### src/rtl/thread_sched_pkg.sv
package thread_sched_pkg;

  typedef enum logic [2:0] {
    ST_IDLE    = 3'd0,
    ST_RUN_LO  = 3'd1,
    ST_RUN_HI  = 3'd2,
    ST_SAVE    = 3'd3,
    ST_RESTORE = 3'd4
  } sched_state_e;

endpackage

### src/rtl/ts_pending.sv
module ts_pending #(
  parameter int N_CH  = 8,
  parameter int LVL_W = 3
) (
  input  logic                    clk,
  input  logic                    rst_n,
  input  logic [N_CH-1:0]         req_i,
  input  logic [N_CH*LVL_W-1:0]   lvl_i,
  input  logic [N_CH-1:0]         clr_i,
  output logic [N_CH-1:0]         pend_o
);

  logic [N_CH-1:0] enabled;
  logic [N_CH-1:0] pend_q;
  logic [N_CH-1:0] pend_d;

  for (genvar g = 0; g < N_CH; g++) begin : g_ch
    assign enabled[g] = |lvl_i[g*LVL_W +: LVL_W];
  end

  // a new request wins over a same-cycle clear so it is not lost
  assign pend_d = (pend_q & ~clr_i) | (req_i & enabled);

  always_ff @(posedge clk or negedge rst_n) begin
    if (!rst_n) pend_q <= '0;
    else        pend_q <= pend_d;
  end

  assign pend_o = pend_q;

endmodule

### src/rtl/ts_arbiter.sv
module ts_arbiter #(
  parameter int N_CH  = 8,
  parameter int LVL_W = 3,
  localparam int CH_W = (N_CH > 1) ? $clog2(N_CH) : 1
) (
  input  logic [N_CH-1:0]       pend_i,
  input  logic [N_CH*LVL_W-1:0] lvl_i,
  output logic                  vld_o,
  output logic [CH_W-1:0]       ch_o,
  output logic [LVL_W-1:0]      lvl_o
);

  logic [LVL_W-1:0] best_lvl;
  logic [CH_W-1:0]  best_ch;

  // strict greater-than keeps the lowest index on a tie; level 0 never beats 0
  always_comb begin
    best_lvl = '0;
    best_ch  = '0;
    for (int i = 0; i < N_CH; i++) begin
      if (pend_i[i] && (lvl_i[i*LVL_W +: LVL_W] > best_lvl)) begin
        best_lvl = lvl_i[i*LVL_W +: LVL_W];
        best_ch  = CH_W'(i);
      end
    end
  end

  assign vld_o = |best_lvl;
  assign ch_o  = best_ch;
  assign lvl_o = best_lvl;

endmodule

### src/rtl/ts_ctx_seq.sv
module ts_ctx_seq #(
  parameter int SAVE_CYC    = 2,
  parameter int RESTORE_CYC = 2
) (
  input  logic clk,
  input  logic rst_n,
  input  logic save_i,
  input  logic restore_i,
  output logic first_o,
  output logic last_o
);

  localparam int MAXC  = (SAVE_CYC > RESTORE_CYC) ? SAVE_CYC : RESTORE_CYC;
  localparam int CNT_W = $clog2(MAXC + 1);
  localparam logic [CNT_W-1:0] SAVE_LAST    = CNT_W'(SAVE_CYC - 1);
  localparam logic [CNT_W-1:0] RESTORE_LAST = CNT_W'(RESTORE_CYC - 1);

  logic             active;
  logic             cnt_en;
  logic [CNT_W-1:0] cnt_q;
  logic [CNT_W-1:0] cnt_d;

  assign active = save_i | restore_i;
  assign cnt_en = active | (|cnt_q);
  assign cnt_d  = active ? (cnt_q + CNT_W'(1)) : '0;

  always_ff @(posedge clk or negedge rst_n) begin
    if (!rst_n)      cnt_q <= '0;
    else if (cnt_en) cnt_q <= cnt_d;
  end

  assign first_o = active && (cnt_q == '0);
  assign last_o  = (save_i && (cnt_q == SAVE_LAST)) ||
                   (restore_i && (cnt_q == RESTORE_LAST));

endmodule

### src/rtl/thread_sched.sv
module thread_sched
  import thread_sched_pkg::*;
#(
  parameter int N_CH        = 8,
  parameter int LVL_W       = 3,
  parameter int HI_MIN      = 4,
  parameter int SAVE_CYC    = 2,
  parameter int RESTORE_CYC = 2,
  localparam int CH_W = (N_CH > 1) ? $clog2(N_CH) : 1
) (
  input  logic                  clk,
  input  logic                  rst_n,
  input  logic [N_CH-1:0]       req_i,
  input  logic [N_CH*LVL_W-1:0] lvl_i,
  input  logic                  done_i,
  output logic                  busy_o,
  output logic [CH_W-1:0]       act_ch_o,
  output logic                  preempt_o,
  output logic                  save_o,
  output logic                  restore_o,
  output logic [N_CH-1:0]       irq_o
);

  localparam logic [LVL_W-1:0] HI_LVL = LVL_W'(HI_MIN);

  sched_state_e     state_q, state_d;
  logic [CH_W-1:0]  act_q, act_d;
  logic             act_we;
  logic [CH_W-1:0]  saved_q, saved_d;
  logic             held_q, held_d;
  logic [N_CH-1:0]  irq_q, irq_d;
  logic [N_CH-1:0]  clr;
  logic [N_CH-1:0]  pend;
  logic             win_vld;
  logic [CH_W-1:0]  win_ch;
  logic [LVL_W-1:0] win_lvl;
  logic             win_hi;
  logic             in_save, in_restore;
  logic             ctx_first, ctx_last;

  ts_pending #(.N_CH(N_CH), .LVL_W(LVL_W)) u_pend (
    .clk    (clk),
    .rst_n  (rst_n),
    .req_i  (req_i),
    .lvl_i  (lvl_i),
    .clr_i  (clr),
    .pend_o (pend)
  );

  ts_arbiter #(.N_CH(N_CH), .LVL_W(LVL_W)) u_arb (
    .pend_i (pend),
    .lvl_i  (lvl_i),
    .vld_o  (win_vld),
    .ch_o   (win_ch),
    .lvl_o  (win_lvl)
  );

  assign in_save    = (state_q == ST_SAVE);
  assign in_restore = (state_q == ST_RESTORE);

  ts_ctx_seq #(.SAVE_CYC(SAVE_CYC), .RESTORE_CYC(RESTORE_CYC)) u_ctx (
    .clk       (clk),
    .rst_n     (rst_n),
    .save_i    (in_save),
    .restore_i (in_restore),
    .first_o   (ctx_first),
    .last_o    (ctx_last)
  );

  assign win_hi = win_vld && (win_lvl >= HI_LVL);

  always_comb begin
    state_d = state_q;
    act_d   = act_q;
    act_we  = 1'b0;
    saved_d = saved_q;
    held_d  = held_q;
    irq_d   = '0;
    clr     = '0;
    unique case (state_q)
      ST_IDLE: begin
        if (held_q && !win_hi) begin
          state_d = ST_RESTORE;
        end else if (win_vld) begin
          state_d     = win_hi ? ST_RUN_HI : ST_RUN_LO;
          act_d       = win_ch;
          act_we      = 1'b1;
          clr[win_ch] = 1'b1;
        end
      end
      ST_RUN_LO: begin
        if (done_i) begin
          irq_d[act_q] = 1'b1;
          state_d      = ST_IDLE;
        end else if (win_hi) begin
          state_d = ST_SAVE;
          saved_d = act_q;
          held_d  = 1'b1;
        end
      end
      ST_RUN_HI: begin
        if (done_i) begin
          irq_d[act_q] = 1'b1;
          state_d      = ST_IDLE;
        end
      end
      ST_SAVE: begin
        if (ctx_last) begin
          if (win_hi) begin
            state_d     = ST_RUN_HI;
            act_d       = win_ch;
            act_we      = 1'b1;
            clr[win_ch] = 1'b1;
          end else begin
            state_d = ST_IDLE;
          end
        end
      end
      ST_RESTORE: begin
        if (ctx_last) begin
          state_d = ST_RUN_LO;
          act_d   = saved_q;
          act_we  = 1'b1;
          held_d  = 1'b0;
        end
      end
      default: state_d = ST_IDLE;
    endcase
  end

  always_ff @(posedge clk or negedge rst_n) begin
    if (!rst_n) begin
      state_q <= ST_IDLE;
      saved_q <= '0;
      held_q  <= 1'b0;
      irq_q   <= '0;
    end else begin
      state_q <= state_d;
      saved_q <= saved_d;
      held_q  <= held_d;
      irq_q   <= irq_d;
    end
  end

  always_ff @(posedge clk or negedge rst_n) begin
    if (!rst_n)      act_q <= '0;
    else if (act_we) act_q <= act_d;
  end

  assign busy_o    = (state_q == ST_RUN_LO) || (state_q == ST_RUN_HI);
  assign act_ch_o  = act_q;
  assign preempt_o = in_save && ctx_first;
  assign save_o    = in_save;
  assign restore_o = in_restore;
  assign irq_o     = irq_q;

endmodule

### config.mk
export PLATFORM = sky130hd
export DESIGN_NAME = thread_sched
export DESIGN_NICKNAME = d
export VERILOG_FILES = /design/src/rtl/thread_sched_pkg.sv /design/src/rtl/ts_pending.sv /design/src/rtl/ts_arbiter.sv /design/src/rtl/ts_ctx_seq.sv /design/src/rtl/thread_sched.sv
export SDC_FILE = /design/constraint.sdc
export NUM_CORES = 1
export LEC_CHECK = 0
export BUFFER_PORTS_ARGS = -buffer_cell sky130_fd_sc_hd__buf_2
export CORE_ASPECT_RATIO = 1.1
export CORE_UTILIZATION = 50
export DETAILED_ROUTE_END_ITERATION = 12
export GPL_TIMING_DRIVEN = 0
export PLACE_DENSITY = 0.8
export SYNTH_ARGS = -nofsm -noshare
export SYNTH_HDL_FRONTEND = slang
export SYNTH_SLANG_ARGS = --single-unit
export TNS_END_PERCENT = 30
### constraint.sdc
create_clock -name clk -period 22.4 [get_ports clk]
set_input_delay 1.12 -clock clk [delete_from_list [all_inputs] [get_ports clk]]
set_output_delay 1.12 -clock clk [all_outputs]
set_load 0.05 [all_outputs]
# ---- Word-level counts from Yosys, hierarchy flattened
# Cells that the tools add are included.
dict set report totals {
  reg_bits 28
  output_inout_bits 15
  wordCells 134
}
dict set report op_classes {
  add_sub_neg 1
  n_lt_le_gt_ge 13
  n_eq_ne 15
  mux 53
  n_bitwise 7
  n_reduce_logical 38
}
# cell count
set op_table {}
lappend op_table {{$mux 3} 24}
lappend op_table {{$mux 8} 6}
lappend op_table {{$reduce_or 3->1} 9}
lappend op_table {{$gt 3x3->1} 7}
lappend op_table {{$and 8x8->8} 2}
lappend op_table {{$logic_and 1x1->1} 16}
lappend op_table {{$pmux 8 s2} 1}
lappend op_table {{$pmux 3 s5} 1}
lappend op_table {{$ne 2x2->1 const B} 7}
lappend op_table {{$mux 1} 11}
lappend op_table {{$mux 2} 5}
lappend op_table {{$pmux 3 s3} 1}
lappend op_table {{$lt 3x4->1 const B} 2}
lappend op_table {{$not 8->8} 1}
lappend op_table {{$or 8x8->8} 1}
lappend op_table {{$reduce_and 7->1} 1}
lappend op_table {{$demux 1 s3} 2}
lappend op_table {{$eq 3x2->1 const B} 2}
lappend op_table {{$ge 3x1->1 const B} 2}
lappend op_table {{$ne 3x3->1 const B} 2}
lappend op_table {{$reduce_and 5->1} 1}
lappend op_table {{$reduce_and 4->1} 1}
lappend op_table {{$reduce_or 2->1} 2}
lappend op_table {{$eq 3x1->1 const B} 1}
lappend op_table {{other kinds (17)} 19}

# ---- Depth between registers and ports, before layout
# Gate-level depths: netlist of run 1.
dict set report logic_depth {
  ltp_word 34
  mapped_depth 52
}

# ---- Modules after synthesis
# A second synthesis of run 1 with hierarchy kept.
dict set report hier_totals {
  hier_cells 278
  hier_area_um2 2534.9
}
# mod n_inst cells_each area_each_um2 seq_area_each_um2
set by_module_without_submodules {}
lappend by_module_without_submodules {ts_arbiter 1 140 1064.8 0.0}
lappend by_module_without_submodules {thread_sched 1 92 1008.5 450.4}
lappend by_module_without_submodules {ts_pending 1 32 330.3 200.2}
lappend by_module_without_submodules {ts_ctx_seq 1 14 131.4 50.0}

# ---- Worst setup path after synthesis of run 1
# Ideal clock, no wire load.
dict set report synth_path {
  path_type {input to register}
  startpoint {input port lvl_i[0]}
  endpoint {register act_q[1] (netlist: act_ch_o[1])}
  arrival_time_ns 10.474
  required_time_ns 22.272
  slack_ns 11.798
  path_stages 49
  path_buffers 0
  path_cell_list {and2_1 > ha_1 > a31oi_2 > and2_1 > mux2_2 > ha_1 > a2111oi_0 > a221o_1 > a21bo_2 > nand2_1 > ha_1 > nor2_1 > or2_2 > o211ai_1 > a21boi_0 > o21ai_0 > a31oi_1 > ha_1 > [13 not listed] > inv_1 > o21ai_0 > ha_1 > a21oi_1 > a21oi_1 > maj3_1 > nand2_1 > mux2_2 > ha_1 > a21oi_1 > a21oi_1 > o2111ai_1 > nand2_1 > mux2_2 > o21ai_0 > o21bai_1 > a21boi_1 > mux2_1}
}
dict set report synth_via {
  elab_chain_len 31
}
# item line
set synth_rtl {}
lappend synth_rtl {{start, declared} thread_sched.sv:14} ;# input logic [N_CH*LVL_W-1:0] lvl_i,
lappend synth_rtl {{$gt 3x1->1} ts_arbiter.sv:21} ;# if (pend_i[i] && (lvl_i[i*LVL_W +: LVL_W] > best_lvl)) begin
lappend synth_rtl {{$logic_and 1x1->1} ts_arbiter.sv:21}
lappend synth_rtl {{$mux 3 (*)} ts_arbiter.sv:21}
lappend synth_rtl {{$gt 3x3->1} ts_arbiter.sv:21}
lappend synth_rtl {{$logic_and 1x1->1} ts_arbiter.sv:21}
lappend synth_rtl {{$mux 3 (*)} ts_arbiter.sv:21}
lappend synth_rtl {{$gt 3x3->1} ts_arbiter.sv:21}
lappend synth_rtl {{$logic_and 1x1->1} ts_arbiter.sv:21}
lappend synth_rtl {{[15 not listed]} n/a}
lappend synth_rtl {{$mux 3} ts_arbiter.sv:21}
lappend synth_rtl {{$ge 3x3->1 / $reduce_or 3->1 (equally long branches)} {thread_sched.sv:70, ts_arbiter.sv:28}}
lappend synth_rtl {{$logic_and 1x1->1} thread_sched.sv:70} ;# assign win_hi = win_vld && (win_lvl >= HI_LVL);
lappend synth_rtl {{$logic_not 1->1} thread_sched.sv:82} ;# if (held_q && !win_hi) begin
lappend synth_rtl {{$logic_and 1x1->1} thread_sched.sv:82}
lappend synth_rtl {{$mux 1} thread_sched.sv:82}
lappend synth_rtl {{$pmux 1 s3} thread_sched.sv:80} ;# unique case (state_q)
lappend synth_rtl {{$reduce_and 7->1 (no source line)} n/a}
lappend synth_rtl {{end signal, assigned} thread_sched.sv:147} ;# else if (act_we) act_q <= act_d;
lappend synth_rtl {{end, declared} thread_sched.sv:27} ;# logic [CH_W-1:0] act_q, act_d;
# Every way passes the cells marked *; elsewhere a longest branch is shown, timed or not. The select of a mux whose other input is x is not followed.
# A chain may end at the register's enable or synchronous reset.

# ---- Final worst setup path of run 1
dict set report layout_path {
  startpoint {input port lvl_i[0]}
  endpoint {register u_pend.pend_q[3] (netlist: u_pend.pend_o[3])}
}
dict set report layout_via {
  elab_chain_len 34
}
# item line
set layout_rtl {}
lappend layout_rtl {{$gt 3x1->1} ts_arbiter.sv:21}
lappend layout_rtl {{$logic_and 1x1->1} ts_arbiter.sv:21}
lappend layout_rtl {{$mux 3 (*)} ts_arbiter.sv:21}
lappend layout_rtl {{$gt 3x3->1} ts_arbiter.sv:21}
lappend layout_rtl {{$logic_and 1x1->1} ts_arbiter.sv:21}
lappend layout_rtl {{$mux 3} ts_arbiter.sv:21}
lappend layout_rtl {{$gt 3x3->1} ts_arbiter.sv:21}
lappend layout_rtl {{$logic_and 1x1->1} ts_arbiter.sv:21}
lappend layout_rtl {{[19 not listed]} n/a}
lappend layout_rtl {{$demux 1 s3} {thread_sched.sv:88, thread_sched.sv:113}}
lappend layout_rtl {{$mux 8, on equally long branches} {thread_sched.sv:109, thread_sched.sv:84}}
lappend layout_rtl {{$mux 8, on equally long branches} {thread_sched.sv:108, thread_sched.sv:82}}
lappend layout_rtl {{$pmux 8 s2 (*)} thread_sched.sv:80}
lappend layout_rtl {{$not 8->8 (*)} ts_pending.sv:22} ;# assign pend_d = (pend_q & ~clr_i) | (req_i & enabled);
lappend layout_rtl {{$and 8x8->8 (*)} ts_pending.sv:22}
lappend layout_rtl {{$or 8x8->8 (*)} ts_pending.sv:22}
lappend layout_rtl {{named net u_pend.pend_d[3]} ts_pending.sv:15} ;# logic [N_CH-1:0] pend_d;
lappend layout_rtl {{end signal, assigned} ts_pending.sv:26} ;# else pend_q <= pend_d;
lappend layout_rtl {{end, declared} ts_pending.sv:14} ;# logic [N_CH-1:0] pend_q;
# The timed path passes the listed nets; every way through them passes the cells marked *.

==> results of run 1 <==
[path summary, 6_finish.rpt]
| kind | cells past startpoint | from | to |
|---|---|---|---|
| min in group asynchronous | 1 | rst_n | irq_o[4] |
| hold / removal | 2 | saved_q[2] | saved_q[2] |
| setup / recovery | 50 | lvl_i[0] | u_pend.pend_o[3] |
| setup reg to reg | 49 | u_pend.pend_o[0] | u_pend.pend_o[3] |
| hold reg to reg | 2 | saved_q[2] | saved_q[2] |
| max in group asynchronous | 1 | rst_n | state_q[0] |
[power groups by stage]
| stage | registers [mW] | logic, mW | clock network [mW] |
|---|---|---|---|
| 2_1_floorplan | 0.0865 | 0.136 | 0 |
| 3_3_place_gp | 0.0746 | 0.186 | 0 |
| 3_5_place_dp | 0.0750 | 0.192 | 0 |
| 4_1_cts | 0.0741 | 0.193 | 0.0405 |
| 5_1_grt | 0.0764 | 0.218 | 0.0416 |
| 6_report | 0.0742 | 0.193 | 0.0398 |
[logic make-up after synthesis]
| group | after synthesis |
|---|---|
| AND/OR/NAND/NOR | 119 |
| flip-flops | 28 |
| buffers and inverters | 23 |
| adder cells (fa/ha/maj) | 17 |
| AO/OA/AOI/OAI | 94 |
| multiplexers | 11 |
| XOR/XNOR | 1 |
[registers in the layout, indices dropped and copies added (netlist names)]
name           cells
saved_q            3
u_ctx.cnt_q        2
irq_o              8
state_q            3
act_ch_o           3
held_q             1
u_pend.pend_o      8
[per-stage QoR]
step                      utilization  setup slack (ns)
after detailed placement        0.586             10.45
final                           0.601             10.65
after floorplan                     -             11.80
after global placement          0.586             10.65
after CTS                       0.601             10.70
after global routing            0.601              9.62
[layer usage]
metal,GRT usage,vias to the layer above,routed length (µm),part of all wire
met3,0.0230,8,201,0.037
met5,0,-,0,0
met1,0.290,1136,2470,0.45
met4,0.0671,0,75,0.014
met2,0.399,61,2760,0.50
li1,-,1193,-,-
[layout make-up]
cell class              instances  area (µm²)  area share
multi-input cells             242        1600       0.575
inverters                      19        71.3      0.0257
clock buffers                   3        41.3      0.0149
repair buffers                 49         245      0.0883
clock inverters                 1        30.0      0.0108
flip-flops and latches         28         701       0.252
well taps                      56        70.1      0.0252
plain buffers                   4        22.5     0.00811
[worst reg2reg max path, delay by kind of cell, from the launching register on]
family / cells / cell delay (ns)
adder cells (fa/ha/maj): 10 / 3.06
AO/OA/AOI/OAI: 23 / 4.71
multiplexers: 3 / 1.12
flip-flops: 1 / 0.41
AND/OR/NAND/NOR: 12 / 1.76
buffers and inverters: 1 / 0.05
[cell usage after synthesis, drive strengths merged, types with 3 or more instances]
master,n,area share
or3,4,0.010
mux2i,3,0.013
maj3,4,0.017
nor3,8,0.017
ha,13,0.068
dfrtp,28,0.29
o211ai,3,0.0094
a21o,5,0.019
or2,5,0.014
o31a,5,0.022
nand3,13,0.027
nor2,29,0.046
a21oi,28,0.059
nand2,34,0.053
inv,19,0.030
a2111oi,3,0.012
mux2,8,0.038
a21boi,4,0.013
o2bb2ai,3,0.014
o31ai,5,0.016
buf,3,0.0079
and2,7,0.018
nand2b,5,0.013
o21ai,11,0.023
a31oi,4,0.013
nor2b,5,0.016
and3,4,0.013
==> flow_metrics.tcl, run 1 <==
set metrics [dict create \
    worstSetupEndpointType "flip-flop" \
    start_util 0.518 \
    post_drt_wl_per_cell_um 13.7 \
    pin_count 50 \
    drt_first_pass_iters 4 \
    switchingPower_uw 145 \
    grt_max_degree 29 \
    synthXorXnorAreaFrac 0.00366 \
    post_cts_resized 0 \
    grt_pass1_wl_mm 8.92 \
    critPathTopFamily "compound AO/OA/AOI/OAI gates" \
    worstPathMaxFanout 9 \
    grt_overflow 0 \
    dpl.hpwl_mm 4.36 \
    synthesis.area_um2 2390 \
    dp.cells 398 \
    root_buffer "clkbuf_8" \
    vias 2398 \
    ctsLongestPathBuffers 2 \
    slowest_stage "maj3_1" \
    setup_viol 0 \
    first_global_vias 2123 \
    synth_edf_count 0 \
    grt_use_total 0.227 \
    fin_cells 402 \
    synth_seq_area_share 0.293 \
    cp.required_ns 22.53 \
    htree_levels 1 \
    min_path_type "reg2reg" \
    syn_nets 341 \
    clk_pin_slew_ns 0.09 \
    outcome "complete, no violations" \
    crit_top_cell "ha_1" \
    fmax_mhz 85.1 \
    layout_common_cells "49 x buf_2, 34 x nand2_1, 29 x nor2_1" \
    p_total_uw 307 \
    drv_slew 0 \
    muxShareOfSynthArea 0.0502 \
    p_int_uw 162 \
    synth-simple-area-share 0.242 \
    setup_tns_ns 0 \
    syn_to_final_growth_pct 16.2 \
    synthDistinctLibCells 64 \
    io_buffers 49 \
    num_antenna_cells 0 \
    antenna_found_initial 0 \
    fin_worst_skew_ns 0.00151 \
    synth_area_per_cell_um2 8.16 \
    fin_area_um2 2780 \
    cp_num_buf_inv 2 \
    fill_cells 426 \
    slew_headroom 0.589 \
    placed_area_um2 2710 \
    drive_gt1_frac 0.223 \
    max-cap-violations 0 \
    final_common_cell "buf_2" \
    powerDensity_nw_per_um2 111 \
    combPwrFrac 0.629 \
    synth_top_family_by_area "compound AO/OA/AOI/OAI gates" \
    synth_compound_area_frac 0.287 \
    ff2ff_setup_slack_ns 11.15 \
    whs_ns 0.503 \
    async_reset_ff_frac 1.00 \
    seq_power_share 0.241 \
    dieWidth_um 67.9 \
    rsz0062_at_grt "false" \
    critPathLaunchType "input port" \
    tritoncts "done" \
    rows 26 \
    clockPowerShare 0.129 \
    cts-buffers-inserted 3 \
    ys_ff_latch 28 \
    design.die.area_um2 5060 \
    worstMarginPinSlew_ns 0.616 \
    cts_setup_buffers 0 \
    cts.sinks 28 \
    routed_via_density 5.97 \
    slowest_delay_ns 0.42 \
    cp.arrival_ns 11.88 \
    period_share 0.525 \
    final_antenna_net_count 0 \
    nNetsFinal 395 \
    synthCells 293 \
    drt-initial-drc-count 98 \
    drc 0 \
    gp_congestion 0.866 \
    setup.worst_path.class "in2reg" \
    clk_latency_ns 0.27 \
    hold_buffers 0 \
    p_leak_nw 1.35 \
    synth_ff_type "dfrtp_1" \
    hold_viol 0 \
    final.min_clock_period_ns 11.75 \
    ir_drop_mv 0.0484 \
    core_area_um2 4620 \
    ys_warn_count 0 \
    switching_share 0.473 \
    synth-adder-area-share 0.0853 \
    wl_mm 5.50 \
    die_h_um 74.5 \
]
Note: power is estimated with default switching activity, not from simulation.
==> run 2, diff against run 1 <==
Clock period 22.4 ns to 12.1 ns, I/O delays scaled along.
==> flow_metrics.tcl, run 2 (same netlist as run 1, synthesis figures left out) <==
set metrics [dict create \
    outcome "complete, no violations" \
    p_leak_nw 1.35 \
    critPathLaunchType "flip-flop" \
    post_drt_wl_per_cell_um 13.7 \
    core_area_um2 4620 \
    grt_max_degree 29 \
    hold_viol 0 \
    hold_buffers 0 \
    rows 26 \
    vias 2395 \
    io_buffers 49 \
    grt_busiest_layer "met2" \
    grt_overflow 0 \
    final_common_cell "buf_2" \
    fin_worst_skew_ns 0.00212 \
    slowest_stage "maj3_1" \
    tritoncts "done" \
    grt_use_total 0.227 \
    multiInputGateArea_um2 1600 \
    setup_tns_ns 0 \
    first_global_vias 2123 \
    setup_viol 0 \
    ff_latch_area_um2 701 \
    dpl.hpwl_mm 4.36 \
    cts.sinks 28 \
    final.min_clock_period_ns 11.12 \
    syn_to_final_growth_pct 16.4 \
    drt_first_pass_iters 4 \
    clk_pin_slew_ns 0.10 \
    layout_common_cells "49 x buf_2, 34 x nand2_1, 29 x nor2_1" \
    nNetsFinal 395 \
    rsz0062_at_grt "false" \
    slowest_delay_ns 0.42 \
    design.die.area_um2 5060 \
    cts_setup_buffers 0 \
    routed_via_density 5.96 \
    startpoint "u_pend.pend_o[0]" \
    ctsLongestPathBuffers 2 \
    drc 0 \
    grt_pass1_wl_mm 8.92 \
    htree_levels 1 \
    gp_congestion 0.866 \
    ir_drop_mv 0.0897 \
    slew_headroom 0.587 \
    antenna_found_initial 0 \
    die_h_um 74.5 \
    gr-usage-met2 0.399 \
    num_antenna_cells 0 \
    start_util 0.518 \
    wl_mm 5.52 \
    setup.worst_path.class "reg2reg" \
    fmax_mhz 89.9 \
    placed_area_um2 2710 \
    drv_slew 0 \
    grt_use_met3 0.0230 \
    min_path_type "in2async" \
    grt_util_met1 0.290 \
    powerDensity_nw_per_um2 205 \
    fill_cells 424 \
    worstSetupEndpointType "flip-flop" \
    period_share 0.919 \
    worstMarginPinSlew_ns 0.620 \
    crit_top_cell "ha_1" \
    final_antenna_net_count 0 \
    cp.arrival_ns 11.25 \
    drive_gt1_frac 0.225 \
    pin_count 50 \
    regToRegStartpoint "u_pend.pend_o[0]" \
    drt-initial-drc-count 105 \
    clk_latency_ns 0.27 \
    cts-buffers-inserted 3 \
    worstPathMaxFanout 9 \
    reg2regPathDepth 49 \
    dieWidth_um 67.9 \
    root_buffer "clkbuf_8" \
    cp.required_ns 12.23 \
    max-cap-violations 0 \
    fin_area_um2 2780 \
]
-- run 2: worst max-delay path, delay by kind of cell (launching register included) --
kind	cells	cell delay (ns)
compound gates	23	4.43
fa+ha+maj	10	3.17
simple gates	12	1.79
mux	3	1.11
flops	1	0.41
buf+inv	1	0.05
-- run 2: final timing paths --
check / to / slack, ns
min in group clk: saved_q[2] / 0.50
worst max register to register: u_pend.pend_o[3] / 0.98
worst min-delay path: irq_o[4] / 0.33
worst min register to register: saved_q[2] / 0.50
worst max-delay path: u_pend.pend_o[3] / 0.98
max in group asynchronous: held_q / 11.37
-- run 2: layout make-up --
cell class,count,share of cell area
timing repair buffer,49,0.0881
sequential,28,0.252
tap,56,0.0252
buffer,4,0.00809
inverter,19,0.0256
clock inverter,1,0.0108
clock buffer,3,0.0148
multi-input combinational,242,0.576
-- run 2: metrics by stage --
step / cells / hold slack, ns / setup slack, ns / util / power, mW
after CTS: 402 / 0.351 / 0.890 / 0.601 / 0.570
after floorplan: 293 / 0.309 / 2.01 / - / 0.413
after detailed placement: 398 / 0.477 / 0.664 / 0.586 / 0.494
after global routing: 402 / 0.372 / 0.0113 / 0.603 / 0.623
final: 402 / 0.330 / 0.982 / 0.603 / 0.571
after global placement: 398 / 0.469 / 0.866 / 0.586 / 0.482
-- run 2: per-layer routing --
layer / wire length, µm / vias to the layer above / share of wire
li1: - / 1191 / -
met1: 2490 / 1142 / 0.45
met2: 2760 / 54 / 0.50
met3: 183 / 8 / 0.033
met4: 75 / 0 / 0.014
met5: 0 / - / 0
-- run 2: report_power, final --
| part | internal, mW | switching, mW | total, mW |
|---|---|---|---|
| clock network | 0.0443 | 0.0295 | 0.0738 |
| registers | 0.114 | 0.0234 | 0.137 |
| logic | 0.143 | 0.217 | 0.360 |
| total | 0.301 | 0.270 | 0.571 |
-- run 2: repair_timing --
item | 4_1_cts | 5_1_grt
endpoints found under the setup margin | 0 | 10
resized for setup | 0 | 2
hold endpoints to repair | 0 | 0
==> run 3, diff against run 2 <==
Settings changed: ABC_AREA set to 1, CELL_PAD_IN_SITES_DETAIL_PLACEMENT set to 1, CELL_PAD_IN_SITES_GLOBAL_PLACEMENT set to 2, CORE_UTILIZATION 50 to 30, PLACE_DENSITY 0.8 to 0.86.
==> flow_metrics.tcl, run 3 <==
set metrics [dict create \
    ctsLongestPathBuffers 2 \
    gr-usage-met2 0.318 \
    core_area_um2 7510 \
    rsz0062_at_grt "false" \
    drt-initial-drc-count 44 \
    hold_viol 0 \
    cp.arrival_ns 9.02 \
    synthDistinctLibCells 36 \
    powerDensity_nw_per_um2 319 \
    synthCells 333 \
    synth_ff_type "dfrtp_1" \
    yosys-top-cells-count "66 x nand2_1, 53 x inv_1, 28 x dfrtp_1" \
    rows 33 \
    min_path_type "in2async" \
    hold_buffers 0 \
    pin_count 50 \
    synth.largest_area_cell "dfrtp_1" \
    max-cap-violations 0 \
    final_common_cell "nand2_1" \
    grt_use_total 0.162 \
    drc 0 \
    cp.required_ns 12.27 \
    start_util 0.314 \
    cts_setup_buffers 0 \
    synthesis.area_um2 2360 \
    fmax_mhz 113 \
    die_h_um 95.0 \
    synth_area_leaders "dfrtp_1 30%, nand2_1 11%, inv_1 8.4%" \
    worstMarginPinSlew_ns 0.690 \
    grt_pass1_wl_mm 10.6 \
    worstSetupEndpointType "flip-flop" \
    crit_top_cell "nand2_1" \
    ys_ff_latch 28 \
    nNetsFinal 435 \
    grt_overflow 0 \
    ir_drop_mv 0.109 \
    grt_busiest_layer "met2" \
    gp_congestion 0.826 \
    yosysTopAreaCellShare 0.297 \
    root_buffer "clkbuf_8" \
    syn_nets 381 \
    wl_mm 6.21 \
    syn_to_final_growth_pct 19.0 \
    post_cts_resized 0 \
    slowest_delay_ns 0.31 \
    setup_tns_ns 0 \
    ys_warn_count 0 \
    first_global_vias 2384 \
    drt_first_pass_iters 4 \
    period_share 0.732 \
    synth_seq_area_share 0.297 \
    synth_area_per_cell_um2 7.08 \
    final_antenna_net_count 0 \
    post_drt_wl_per_cell_um 12.6 \
    clk_latency_ns 0.28 \
    fin_worst_skew_ns 0.00220 \
    routed_via_density 4.91 \
    grt_use_met3 0.0105 \
    reg2regPathDepth 58 \
    tritoncts "done" \
    outcome "complete, no violations" \
    layout_common_cells "66 x nand2_1, 53 x inv_1, 49 x buf_2" \
    grt_max_degree 29 \
    drive_gt1_frac 0.262 \
    cts-buffers-inserted 3 \
    p_total_uw 896 \
    dieWidth_um 86.5 \
    synth_edf_count 0 \
    ff2ff_setup_slack_ns 3.37 \
    slew_headroom 0.540 \
    slowest_stage "ha_1" \
    final.min_clock_period_ns 8.85 \
    async_reset_ff_frac 1.00 \
    design.die.area_um2 8220 \
    critPathLaunchType "input port" \
    htree_levels 1 \
    clk_pin_slew_ns 0.10 \
    num_antenna_cells 0 \
    synth.most_common_cell "nand2_1" \
    setup_viol 0 \
    vias 2409 \
    grt_util_met1 0.192 \
    p_leak_nw 1.50 \
    worstPathMaxFanout 7 \
    cts.sinks 28 \
    io_buffers 49 \
    antenna_found_initial 0 \
    drv_slew 0 \
    setup.worst_path.class "in2reg" \
    dpl.hpwl_mm 5.07 \
]
run 3: changes by cell type after synthesis, moves of 5 or more:
cell / previous run / this run
nand4_1: 2 / 16
nor2_1: 29 / 21
nand3_2: 0 / 7
inv_2: 0 / 7
nand2b_1: 5 / 0
mux2_2: 7 / 0
and2_1: 7 / 1
a21oi_1: 28 / 8
inv_1: 19 / 53
nand2_2: 0 / 14
nand3_1: 13 / 27
o21ai_1: 0 / 6
nand2_1: 34 / 66
run 3: final timing paths:
check / to / startpoint
setup reg to reg: u_pend.pend_o[3] / u_pend.pend_o[0]
max in group asynchronous: irq_o[3] / rst_n
hold / removal: irq_o[2] / rst_n
hold reg to reg: saved_q[0] / saved_q[0]
setup / recovery: u_pend.pend_o[3] / lvl_i[0]
min in group clk: saved_q[0] / saved_q[0]
run 3: worst max-delay path, delay by kind of cell:
family,cells,cell delay (ns)
buffers and inverters,6,0.51
AOI/OAI and AO/OA,10,2.18
adders and majority gates,7,2.04
and+or+nand+nor,38,3.65
run 3: layer usage:
metal / vias to the layer above / part of all wire / wire length, µm
met5: - / 0 / 0
met4: 0 / 0.0071 / 44
met3: 4 / 0.021 / 128
met2: 30 / 0.53 / 3320
met1: 1152 / 0.44 / 2720
li1: 1223 / - / -
run 3: cell type report:
cell class | instances | area, µm²
Fill cell | 1010 | 4710
Clock inverter | 1 | 30.0
Inverter | 61 | 229
Sequential cell | 28 | 701
Clock buffer | 3 | 41.3
Multi-Input combinational cell | 243 | 1430
Timing Repair Buffer | 49 | 245
Tap cell | 105 | 131
Buffer | 1 | 3.75
run 3: cells by family (layout without fill, tap and decap cells):
| logic type | after synthesis | after routing | synth area share |
|---|---|---|---|
| fa+ha+maj | 13 | 13 | 0.0690 |
| buf+inv | 62 | 115 | 0.0987 |
| simple gates | 175 | 175 | 0.376 |
| compound gates | 55 | 55 | 0.160 |
| flops | 28 | 28 | 0.297 |
run 3: stage by stage:
step | utilization | setup WS, ns | cells | hold WS (ns) | area (µm²)
final | 0.373 | 3.25 | 491 | 0.344 | 2810
after global routing | 0.373 | 2.15 | 491 | 0.397 | 2810
after CTS | 0.373 | 3.07 | 491 | 0.366 | 2810
after detailed placement | 0.364 | 2.80 | 487 | 0.477 | 2740
after global placement | 0.364 | 3.07 | 487 | 0.472 | 2740
after floorplan | - | 4.09 | 333 | 0.309 | 2360
run 3: report_power, final:
part,internal [mW],leakage (nW),switching (mW)
registers,0.125,0.337,0.0269
logic,0.214,1.13,0.455
clock network,0.0443,0.0357,0.0314
